### config.mk
export PLATFORM = sky130hd
export DESIGN_NAME = ovl_drive_reg
export DESIGN_NICKNAME = d
export VERILOG_FILES = /design/src/rtl/ovl_drive_pkg.sv /design/src/rtl/ovl_port_dec.sv /design/src/rtl/ovl_reg_core.sv /design/src/rtl/ovl_drive_reg.sv
export SDC_FILE = /design/constraint.sdc
export NUM_CORES = 1
export LEC_CHECK = 0
export ABC_AREA = 1
export BUFFER_PORTS_ARGS = -buffer_cell sky130_fd_sc_hd__buf_2
export CAP_MARGIN = 20
export CORE_MARGIN = 4
export CORE_UTILIZATION = 33
export CTS_BUF_LIST = sky130_fd_sc_hd__clkbuf_4 sky130_fd_sc_hd__clkbuf_8
export CTS_CLUSTER_DIAMETER = 60
export DETAILED_ROUTE_END_ITERATION = 10
export PLACE_DENSITY_LB_ADDON = 0.2
export SLEW_MARGIN = 20
export SYNTH_ARGS = -nofsm -noshare
export SYNTH_HDL_FRONTEND = slang
export SYNTH_SLANG_ARGS = --single-unit
### constraint.sdc
create_clock -name clk_i -period 2.3 [get_ports clk_i]
set_clock_uncertainty 0.15 [all_clocks]
set_input_delay 0.46 -clock clk_i [delete_from_list [all_inputs] [get_ports clk_i]]
set_output_delay 0.46 -clock clk_i [all_outputs]
set_load 0.1 [all_outputs]
### src/rtl/ovl_drive_pkg.sv
package ovl_drive_pkg;
  parameter int unsigned ADDR_W  = 13;
  parameter int unsigned DATA_W  = 16;
  parameter int unsigned NUM_OUT = 5;
  parameter logic [ADDR_W-1:0] REG_ADDR = ADDR_W'(1);

  typedef struct packed {
    logic [ADDR_W-1:0] addr;
    logic [DATA_W-1:0] wdata;
    logic              ce;
    logic              we;
  } port_req_t;
endpackage

### src/rtl/ovl_port_dec.sv
module ovl_port_dec
  import ovl_drive_pkg::*;
#(
  parameter int unsigned NOUT = NUM_OUT
) (
  input  port_req_t        req_i,
  input  logic             ovl_en_ni,
  input  logic [NOUT-1:0]  reg_q_i,
  output logic             hit_o,
  output logic             wr_o,
  output logic [DATA_W-1:0] rdata_o
);
  localparam int unsigned PadW = DATA_W - NOUT;

  always_comb begin
    hit_o   = req_i.ce && !ovl_en_ni && (req_i.addr == REG_ADDR);
    wr_o    = hit_o && req_i.we;
    rdata_o = hit_o ? {{PadW{1'b0}}, reg_q_i} : '0;
  end

  always_comb begin
    AST_RDATA_IDLE: assert (hit_o || rdata_o == '0);
  end
endmodule

### src/rtl/ovl_reg_core.sv
module ovl_reg_core
  import ovl_drive_pkg::*;
#(
  parameter int unsigned NOUT = NUM_OUT
) (
  input  logic            clk_i,
  input  logic            rst_ni,
  input  logic            l_wr_i,
  input  logic [NOUT-1:0] l_d_i,
  input  logic            r_wr_i,
  input  logic [NOUT-1:0] r_d_i,
  output logic [NOUT-1:0] q_o
);
  // left port takes priority on a same-cycle collision
  always_ff @(posedge clk_i or negedge rst_ni) begin
    if (!rst_ni)     q_o <= '0;
    else if (l_wr_i) q_o <= l_d_i;
    else if (r_wr_i) q_o <= r_d_i;
  end

  AST_HOLD_NO_WRITE: assert property (@(posedge clk_i) disable iff (!rst_ni)
    !l_wr_i && !r_wr_i |=> $stable(q_o));
  AST_LEFT_WINS: assert property (@(posedge clk_i) disable iff (!rst_ni)
    l_wr_i && r_wr_i |=> q_o == $past(l_d_i));
  AST_RIGHT_LOAD: assert property (@(posedge clk_i) disable iff (!rst_ni)
    !l_wr_i && r_wr_i |=> q_o == $past(r_d_i));
endmodule

### src/rtl/ovl_drive_reg.sv
module ovl_drive_reg
  import ovl_drive_pkg::*;
(
  input  logic              clk_i,
  input  logic              rst_ni,
  input  logic              ovl_en_ni,
  input  logic [ADDR_W-1:0] l_addr_i,
  input  logic [DATA_W-1:0] l_wdata_i,
  input  logic              l_ce_i,
  input  logic              l_we_i,
  input  logic [ADDR_W-1:0] r_addr_i,
  input  logic [DATA_W-1:0] r_wdata_i,
  input  logic              r_ce_i,
  input  logic              r_we_i,
  output logic [NUM_OUT-1:0] drive_o,
  output logic              l_mem_inh_o,
  output logic              r_mem_inh_o,
  output logic [DATA_W-1:0] l_rdata_o,
  output logic [DATA_W-1:0] r_rdata_o
);
  localparam int unsigned NPorts = 2;

  port_req_t              req   [NPorts];
  logic [NPorts-1:0]      hit, wr;
  logic [DATA_W-1:0]      rdata [NPorts];
  logic [NUM_OUT-1:0]     reg_q;

  assign req[0] = '{addr: l_addr_i, wdata: l_wdata_i, ce: l_ce_i, we: l_we_i};
  assign req[1] = '{addr: r_addr_i, wdata: r_wdata_i, ce: r_ce_i, we: r_we_i};

  for (genvar p = 0; p < NPorts; p++) begin : g_port
    ovl_port_dec #(.NOUT(NUM_OUT)) i_dec (
      .req_i    (req[p]),
      .ovl_en_ni(ovl_en_ni),
      .reg_q_i  (reg_q),
      .hit_o    (hit[p]),
      .wr_o     (wr[p]),
      .rdata_o  (rdata[p])
    );
  end

  ovl_reg_core #(.NOUT(NUM_OUT)) i_core (
    .clk_i (clk_i),
    .rst_ni(rst_ni),
    .l_wr_i(wr[0]),
    .l_d_i (l_wdata_i[NUM_OUT-1:0]),
    .r_wr_i(wr[1]),
    .r_d_i (r_wdata_i[NUM_OUT-1:0]),
    .q_o   (reg_q)
  );

  assign drive_o     = reg_q;
  assign l_mem_inh_o = hit[0];
  assign r_mem_inh_o = hit[1];
  assign l_rdata_o   = rdata[0];
  assign r_rdata_o   = rdata[1];

  AST_NO_INH_OVL_OFF: assert property (@(posedge clk_i) disable iff (!rst_ni)
    ovl_en_ni |-> !l_mem_inh_o && !r_mem_inh_o);
  AST_OFF_NO_CHANGE: assert property (@(posedge clk_i) disable iff (!rst_ni)
    ovl_en_ni |=> $stable(drive_o));
  AST_WRITE_LOADS: assert property (@(posedge clk_i) disable iff (!rst_ni)
    l_mem_inh_o && l_we_i |=> drive_o == $past(l_wdata_i[NUM_OUT-1:0]));
  AST_READ_MIRROR: assert property (@(posedge clk_i) disable iff (!rst_ni)
    r_mem_inh_o |-> r_rdata_o[NUM_OUT-1:0] == drive_o);
endmodule

# Word-level counts from Yosys, hierarchy flattened

Index checks and enable logic that the tools add are counted.

Bits of input ports: 65
Logic and storage cells: 15
Output and inout bits: 39
Bits in registers: 5

Muxes and demuxes: 4
Equal/unequal tests: 2
Reduce and logical (&&, ||, !) cells: 8

Operators with widths:

| cell                  | count |
|---|---|
| $eq A13 B1 Y1 const B | 2 |
| $mux W5               | 4 |
| $logic_and A1 B1 Y1   | 6 |
| $reduce_bool A2 Y1    | 1 |
| $logic_not A1 Y1      | 1 |

# Depth between registers and ports, before layout

Gate-level depths: netlist (run 1).

Word-level depth: 6
Depth in mapped cells: 9

# Cells and area by module

A second synthesis (run 1) with hierarchy kept.

Cells, all modules: 107
Area total of the unflattened synthesis: 610.6 sq um

Modules (own cells, without submodules):

| module       | area an instance (sq um) | cells each | instances | seq. area each (sq um) |
|---|---|---|---|---|
| ovl_port_dec | 193.9                    | 40         | 2         | 0.0 |
| ovl_reg_core | 222.7                    | 27         | 1         | 125.1 |

# Worst setup path before layout (run 1)

No wires, ideal clock.

Kind: register to output
From: register i_core.q_o[0]
To: output l_rdata_o[0]
Required time: 1.690 ns
Path slack: -0.658 ns
Buffers on the path: 0
Data arrival time: 2.348 ns
Stages on the path, launching flop included: 3
Cell sequence: dfrtp_1 > inv_1 > nor2_1

Cells in the longest elaborated chain, start to end: 1

RTL lines:

| item                     | RTL line            | source |
|---|---|---|
| start: declaration       | ovl_reg_core.sv:12  | `output logic [NOUT-1:0] q_o` |
| start signal: assignment | ovl_reg_core.sv:17  | `else if (l_wr_i) q_o <= l_d_i;` |
| start signal: assignment | ovl_reg_core.sv:18  | `else if (r_wr_i) q_o <= r_d_i;` |
| $mux W5                  | ovl_port_dec.sv:18  | `rdata_o = hit_o ? {{PadW{1'b0}}, reg_q_i} : '0;` |
| end: declaration         | ovl_drive_reg.sv:18 | `output logic [DATA_W-1:0] l_rdata_o,` |

Every way passes these cells.

# Final worst setup path (run 1)

From: input l_addr_i[3]
To: output l_rdata_o[0]

Cells in the longest elaborated chain, start to end: 3

RTL lines:

| item                | RTL line           | source |
|---|---|---|
| start: declaration  | ovl_drive_reg.sv:7 | `input logic [ADDR_W-1:0] l_addr_i,` |
| $eq A13 B1 Y1       | ovl_port_dec.sv:16 | `hit_o = req_i.ce && !ovl_en_ni && (req_i.addr == REG_ADDR);` |
| $logic_and A1 B1 Y1 | ovl_port_dec.sv:16 |  |
| $mux W5             | ovl_port_dec.sv:18 |  |

Every way passes these cells.

==> flow_summary.yaml, run 1 <==
grt:
  antenna_found_initial: 0
  grt_max_degree: 9
  track_usage_pct: 15.1
  grt_pass1_wl_mm: 3.17
  first_global_vias: 790
  overflow: 0
critical_path:
  worst_setup_path_start_kind: "primary input"
  crit_fanout: 6
  crit_path_top_delay_cell: "buf_12"
  crit_family: "simple AND/OR/NAND/NOR gates"
  worst_setup_path_end_kind: "primary output"
  crit_arrival_ps: 1480
  cp_num_buf_inv: 2
  slowest_delay_ps: 200
  cp_cell_sequence: "buf_2 -> nor2_1 -> nand2_1 -> nor2_4 -> nand2_2 -> nor2_2 -> buf_12"
  worstPathRequired_ps: 1690
  critPathKind: "in2out"
layout:
  nNetsFinal: 255
  diodes: 0
  multi_input_area_sq_um: 463
  seqCellArea_sq_um: 125
  final_cell_mix: "47 x buf_2, 22 x nor2_1, 22 x conb_1"
  final_cells: 216
  largest_reg_flops: 5
  fill_cells: 203
  final_common_cell: "buf_2"
  largest_register: "i_core.q_o"
  syn2layout_area_growth_pct: 67.6
  largestRegisters: "i_core.q_o: 5 flops"
  layout-drive-gt1-share_pct: 43.4
job:
  maxCapViolCount: 0
sta:
  rsz0062_at_grt: "no"
  setup_violations: 0
  tns_ps: 0
  max_freq_mhz: 479
  hold_viol_final: 0
  finalWorstSetupSlack_ps: 212
  period_share_pct: 90.8
  finalMaxSlewViolations: 0
  period_needed_ps: 2090
yosys:
  synth_cell_types: 14
  synth_warnings: 0
  yosysSeqAreaShare_pct: 17.2
  yosys_register_bits: 5
  synth_cells: 126
  netlist_area_sq_um: 726
  synth.avg_cell_area_sq_um: 5.76
worst_hold_path:
  min_path_type: "in2reg"
clock_tree:
  cts_made_buffers: 3
  htree_levels: 1
  clock-sinks: 5
  cts_root_buf: "clkbuf_4"
  clk_latency_ps: 240
  clkTransAtPathRegs_ps: 40
  cts_tree: "done"
  cts_max_path_buffers: 2
pwr:
  powerDensity_nw_per_um2: 345
  cellLeakagePower_nw: 0.670
  vdd_ir_drop_max_v: 0.000219
detailed_routing:
  wl_mm: 2.13
  vias: 867
  drc: 0
  postRouteAntennaNets: 0
  drt-pass1-iter-count: 4
  drtIter0Drc: 5
  wl_per_cell_microns: 9.88
  vias_per_cell: 4.01
floorplan:
  core.rowCount: 16
  dieArea_sq_um: 3010
  core-area_sq_um: 2020
  die_w_microns: 54.9
  io_pins: 104
  die-height_microns: 54.9
  start_util_pct: 35.9
status:
  status: "complete, no violations"
place:
  dp_cells: 211
  pre_cts_ws_ps: 83.4
  dp.final_hpwl_mm: 1.98
  gp_congestion: 0.657
  io_buffers: 59
[Yosys cell counts]
cell | n | area share [%]
nor2_2 | 2 | 1.7
conb_1 | 1 | 0.52
inv_2 | 1 | 0.52
nand2_2 | 2 | 1.7
nor2_1 | 32 | 17
inv_1 | 20 | 10
nand3_1 | 13 | 9.0
nand3b_1 | 1 | 1.0
dfrtp_1 | 5 | 17
nor2_4 | 2 | 3.1
nand4_1 | 2 | 1.7
nand3_4 | 1 | 2.4
buf_4 | 22 | 23
nand2_1 | 22 | 11
[metal layers]
layer / vias to the layer above / routed length, microns / GRT usage [%]
met2: 42 / 1130 / 27.2
li1: 458 / - / -
met3: 2 / 257 / 5.63
met1: 365 / 738 / 15.3
met4: 0 / 10 / 7.29
met5: - / 0 / 0
[report_power, final]
group          internal (mW)  switching [mW]  total (mW)
Clock                 0.0773          0.0351       0.112
Combinational         0.0342           0.184       0.218
Sequential            0.0884        0.000107      0.0885
Total                  0.200           0.219       0.419
[final cells by class]
| type | count | share of cell area, % |
|---|---|---|
| flip-flops and latches | 5 | 10.3 |
| clock buffers | 4 | 2.47 |
| multi-input cells | 99 | 38.1 |
| inverters | 21 | 6.48 |
| well taps | 27 | 2.78 |
| repair buffers | 60 | 39.9 |
[cells by family after synthesis]
logic type             count (synthesis)  share of synthesized area (%)
buffers and inverters                 43                           33.6
other                                  1                          0.517
and+or+nand+nor                       77                           48.6
DFF                                    5                           17.2
[final timing paths]
check	startpoint	endpoint	slack (ps)	cells past startpoint
worst max-delay path	l_addr_i[3]	l_rdata_o[0]	210	7
worst min-delay path	l_wdata_i[2]	i_core.q_o[2]	290	3
worst max register to register	i_core.q_o[0]	i_core.q_o[0]	1450	2
worst min register to register	i_core.q_o[3]	i_core.q_o[3]	370	2
max in group asynchronous	rst_ni	i_core.q_o[3]	1460	2
min in group asynchronous	rst_ni	i_core.q_o[1]	420	2
[worst reg2reg max path: stages (launching register included)]
cell and delay, ps:
dfrtp_1 400, nand3_1 90, nand3_1 80
[stage by stage]
stage / instance area, sq um / util (%) / hold slack, ps / total power, mW
finish: 1220 / 60.1 / 295 / 0.419
global route: 1220 / 60.1 / 316 / 0.444
CTS: 1210 / 60.0 / 287 / 0.426
detailed placement: 1170 / 58.0 / 127 / 0.306
global placement: 1170 / 58.0 / 123 / 0.304
floorplan: 830 / - / 14.4 / 0.293
[repair_timing]
action / 4_1_cts / 5_1_grt
setup buffers: 0 / 0
endpoints found under the setup margin: 0 / 1
gates resized for setup: 0 / 1
hold buffers: 1 / 0
endpoints found under the hold margin: 5 / 0
(Power assumes the default switching activity.)
==> run 2: changes to the inputs <==
--- a/config.mk
+++ b/config.mk
@@ -8,12 +8,14 @@
 export ABC_AREA = 1
 export BUFFER_PORTS_ARGS = -buffer_cell sky130_fd_sc_hd__buf_2
 export CAP_MARGIN = 20
-export CORE_MARGIN = 4
-export CORE_UTILIZATION = 33
+export CELL_PAD_IN_SITES_DETAIL_PLACEMENT = 1
+export CELL_PAD_IN_SITES_GLOBAL_PLACEMENT = 1
+export CORE_UTILIZATION = 18
 export CTS_BUF_LIST = sky130_fd_sc_hd__clkbuf_4 sky130_fd_sc_hd__clkbuf_8
 export CTS_CLUSTER_DIAMETER = 60
 export DETAILED_ROUTE_END_ITERATION = 10
 export PLACE_DENSITY_LB_ADDON = 0.2
+export SETUP_SLACK_MARGIN = 0.4
 export SLEW_MARGIN = 20
 export SYNTH_ARGS = -nofsm -noshare
 export SYNTH_HDL_FRONTEND = slang
==> flow_summary.yaml, run 2 (synthesis results as in run 1) <==
grt:
  antenna_found_initial: 0
  grt_max_degree: 9
  grt_pass1_wl_mm: 4.30
  track_usage_pct: 13.2
  overflow: 0
  first_global_vias: 1004
sta:
  max_freq_mhz: 501
  rsz0062_at_grt: "yes"
  period_needed_ps: 2000
  period_share_pct: 86.8
  tns_ps: 0
  hold_viol_final: 0
  finalMaxSlewViolations: 0
  setup_violations: 0
critical_path:
  rrSetupSlack_ps: 1430
  crit_arrival_ps: 1390
  worstPathRequired_ps: 1690
  worst_setup_path_end_kind: "primary output"
  worst_setup_path_start_kind: "primary input"
  critPathKind: "in2out"
  crit_fanout: 7
layout:
  nNetsFinal: 262
  largestRegisters: "i_core.q_o: 5 flops"
  diodes: 0
  layout-drive-gt1-share_pct: 59.2
  final_common_cell: "buf_2"
  largest_register: "i_core.q_o"
  largest_reg_flops: 5
  syn2layout_area_growth_pct: 116
  final_cell_mix: "33 x buf_2, 22 x conb_1, 18 x nor2_4"
place:
  io_buffers: 59
  gp_congestion: 0.777
  dp.final_hpwl_mm: 2.21
clock_tree:
  cts_root_buf: "clkbuf_8"
  clock-sinks: 5
  cts_tree: "done"
  cts_made_buffers: 3
  htree_levels: 1
  cts_max_path_buffers: 2
  clkTransAtPathRegs_ps: 30
  clk_latency_ps: 230
job:
  maxCapViolCount: 0
floorplan:
  die-height_microns: 65.5
  core-area_sq_um: 3770
  core.rowCount: 22
  io_pins: 104
  dieArea_sq_um: 4290
  die_w_microns: 65.5
  start_util_pct: 19.2
worst_hold_path:
  min_path_type: "in2reg"
pwr:
  p_total_uw: 518
  cellLeakagePower_nw: 0.718
  powerDensity_nw_per_um2: 331
  vdd_ir_drop_max_v: 0.000227
detailed_routing:
  vias: 953
  vias_per_cell: 3.91
  wl_mm: 2.75
  postRouteAntennaNets: 0
  wl_per_cell_microns: 11.3
  drt-pass1-iter-count: 4
  drtIter0Drc: 12
  drc: 0
status:
  status: "complete, no violations"
-- run 2: worst paths after layout --
path,from,depth (start not counted),to
hold reg to reg,i_core.q_o[4],2,i_core.q_o[4]
max in group asynchronous,rst_ni,2,i_core.q_o[4]
hold / removal,l_wdata_i[1],3,i_core.q_o[1]
min in group asynchronous,rst_ni,2,i_core.q_o[0]
setup reg to reg,i_core.q_o[0],2,i_core.q_o[0]
setup / recovery,r_addr_i[3],6,r_rdata_o[2]
-- run 2: worst max-delay path, cell delays in order --
cell      delay [ps]
buf_6             90
nand3b_1         200
nor2_4           200
nand2_8          120
nor2_4           140
buf_12           180
-- run 2: final cells by class --
cell class	count	area (sq um)
clock buffer	4	48.8
fill	472	2210
inverter	21	86.3
multi-input combinational	99	613
sequential	5	131
tap	48	60.1
timing repair buffer	67	626
-- run 2: report_power, final --
part / total, mW / internal (mW) / leakage (nW) / switching (mW)
clock: 0.178 / 0.131 / 0.0262 / 0.0470
sequential: 0.0887 / 0.0886 / 0.0615 / 0.0000907
combinational: 0.251 / 0.0539 / 0.630 / 0.197
total: 0.518 / 0.274 / 0.718 / 0.244
-- run 2: what timing repair did --
item                                    4_1_cts  5_1_grt
pin swaps                                    22       12
resized for setup                            22       12
endpoints found under the setup margin       12       12
gates cloned                                  0        0
hold endpoints to repair                      5        0
hold buffers                                  1        0
buffers inserted                              4        3
-- run 2: stage by stage --
step                instances  area [sq um]  util [%]  hold WS (ps)  setup slack (ps)
floorplan                 147           941         -          14.4               247
detailed placement        232          1310      34.8           128               227
global placement          232          1310      34.8           126               253
CTS                       241          1500      39.8           312               343
finish                    244          1570      41.5           313               304
global route              244          1570      41.5           324               253
-- run 2: layer usage --
layer  part of all wire [%]  GRT usage [%]  vias up
met5                      0              0        -
met1                     32           13.0      429
met2                     60           26.0       44
li1                       -              -      473
met3                    5.7           1.74        7
met4                    2.6           7.34        0
==> run 3: changes to the inputs <==
--- a/config.mk
+++ b/config.mk
@@ -5,12 +5,11 @@
 export SDC_FILE = /design/constraint.sdc
 export NUM_CORES = 1
 export LEC_CHECK = 0
-export ABC_AREA = 1
 export BUFFER_PORTS_ARGS = -buffer_cell sky130_fd_sc_hd__buf_2
 export CAP_MARGIN = 20
 export CELL_PAD_IN_SITES_DETAIL_PLACEMENT = 1
 export CELL_PAD_IN_SITES_GLOBAL_PLACEMENT = 1
-export CORE_UTILIZATION = 18
+export CORE_UTILIZATION = 17
 export CTS_BUF_LIST = sky130_fd_sc_hd__clkbuf_4 sky130_fd_sc_hd__clkbuf_8
 export CTS_CLUSTER_DIAMETER = 60
 export DETAILED_ROUTE_END_ITERATION = 10
==> flow_summary.yaml, run 3 <==
detailed_routing:
  drt-pass1-iter-count: 2
  drc: 0
  vias_per_cell: 3.77
  wl_mm: 2.02
  vias: 660
  postRouteAntennaNets: 0
  wl_per_cell_microns: 11.5
  drtIter0Drc: 22
critical_path:
  critPathKind: "in2out"
  worst_setup_path_end_kind: "primary output"
  worstPathRequired_ps: 1690
  worst_setup_path_start_kind: "primary input"
  crit_fanout: 6
  crit_arrival_ps: 1730
  reg2reg_depth: 2
yosys:
  yosys_register_bits: 5
  synth_cell_types: 15
  netlist_area_sq_um: 586
  synth.avg_cell_area_sq_um: 9.15
  synth_top_area_share_pct: 29.5
  synth_flop_cell: "dfrtp_1"
  synth_edf_count: 0
  synth_cells: 64
  ys_top_cells_by_area: "buf_4 29%, dfrtp_1 21%, and2_1 11%"
  synth_most_common_cell: "buf_4"
  netlist_top_cells_count: "23 x buf_4, 10 x and2_1, 5 x dfrtp_1, 5 x mux2_1, 5 x mux2_2"
  synth_warnings: 0
  yosysSeqAreaShare_pct: 21.4
  async_flop_share_pct: 100
  yosysTopAreaCell: "buf_4"
sta:
  period_needed_ps: 2340
  hold_viol_final: 0
  period_share_pct: 102
  max_freq_mhz: 428
  rsz0062_at_grt: "yes"
  finalWorstSetupSlack_ps: -37.3
  setup_violations: 5
  holdWs_ps: 296
  finalMaxSlewViolations: 0
clock_tree:
  clk_latency_ps: 240
  clkTransAtPathRegs_ps: 50
  htree_levels: 1
  cts_made_buffers: 3
  cts_max_path_buffers: 2
  cts_root_buf: "clkbuf_4"
  clock-sinks: 5
  cts_tree: "done"
  cts_setup_buffers: 0
pwr:
  powerDensity_nw_per_um2: 321
  cellLeakagePower_nw: 0.666
  p_total_uw: 409
  vdd_ir_drop_max_v: 0.000203
floorplan:
  core.rowCount: 20
  start_util_pct: 18.6
  dieArea_sq_um: 3680
  die_w_microns: 60.7
  io_pins: 104
  die-height_microns: 60.7
  core-area_sq_um: 3150
layout:
  syn2layout_area_growth_pct: 118
  layout-drive-gt1-share_pct: 73.3
  final_common_cell: "buf_2"
  largestRegisters: "i_core.q_o: 5 flops"
  final_core_util_pct: 40.5
  diodes: 0
  nNetsFinal: 197
  largest_reg_flops: 5
  final_cell_mix: "42 x buf_2, 22 x conb_1, 12 x buf_12"
  largest_register: "i_core.q_o"
grt:
  grt_pass1_wl_mm: 3.18
  antenna_found_initial: 0
  track_usage_pct: 11.6
  grt_max_degree: 8
  overflow: 0
  first_global_vias: 688
place:
  gp_congestion: 0.733
  dp.final_hpwl_mm: 1.74
  io_buffers: 59
worst_hold_path:
  min_path_type: "in2reg"
  whs_path_depth: 2
job:
  maxCapViolCount: 0
status:
  status: "finished, violations left"
  failed_checks: "negative setup slack"
==> run 3: changes by cell type in the layout (fill, tap and decap cells not counted), moves of 9 or more <==
cell,before,now
nor2_4,18,0
nand2_1,16,2
buf_2,33,42
nand3_1,13,0
inv_1,15,0
nor2_1,10,0
mux2_4,0,10
and2_4,0,10
==> run 3: cell families after synthesis <==
kind of cell | synth area share [%]
DFF | 21.4
other | 0.640
muxes | 19.2
and+or+nand+nor | 28.6
buffers and inverters | 30.1
==> run 3: layout make-up <==
| class | count | area [sq um] |
|---|---|---|
| repair buffers | 66 | 581 |
| fillers | 378 | 1880 |
| well taps | 44 | 55.1 |
| multi-input cells | 56 | 488 |
| clock inverters | 1 | 5.00 |
| clock buffers | 3 | 22.5 |
| flip-flops and latches | 5 | 125 |
==> run 3: stage by stage <==
| stage | TNS (ps) | std cells | setup slack (ps) | cell area, sq um |
|---|---|---|---|---|
| after global placement | -1590 | 170 | -213 | 1140 |
| after detailed placement | -1750 | 170 | -229 | 1140 |
| after floorplan | -6260 | 85 | -1150 | 767 |
| final | -183 | 175 | -37.3 | 1280 |
| after global routing | -586 | 175 | -107 | 1280 |
| after CTS | -352 | 175 | -65.6 | 1260 |
==> run 3: final timing paths <==
| check | startpoint | end | slack [ps] |
|---|---|---|---|
| max in group asynchronous | rst_ni | i_core.q_o[2] | 1430 |
| worst min register to register | i_core.q_o[0] | i_core.q_o[0] | 540 |
| worst min-delay path | l_wdata_i[1] | i_core.q_o[1] | 300 |
| worst max register to register | i_core.q_o[3] | i_core.q_o[3] | 1090 |
| worst max-delay path | r_addr_i[1] | r_rdata_o[2] | -40 |
| min in group asynchronous | rst_ni | i_core.q_o[4] | 420 |
==> run 3: worst max-delay path, stage by stage <==
cell	delay, ps
buf_6	90
or4_4	540
nor4_4	160
buf_6	160
and2_4	150
buf_12	160
==> run 3: timing repair <==
| item | in CTS | in global routing |
|---|---|---|
| endpoints found under the setup margin | 17 | 17 |
| hold buffers | 1 | 0 |
| gates resized for setup | 18 | 3 |
| hold endpoints to repair | 5 | 0 |
| pin swaps | 7 | 1 |
==> run 3: metal layers <==
metal	vias to the layer above	track usage, %	routed length [microns]
li1	311	-	-
met1	299	12.5	685
met2	46	21.5	1110
met3	4	2.56	183
met4	0	5.52	44
met5	-	0	0
==> run 3: report_power, final <==
group          internal [mW]  total (mW)  switching [mW]
clock network         0.0631       0.103          0.0395
logic                 0.0396       0.218           0.179
registers             0.0882      0.0883        0.000122
total                  0.191       0.409           0.218
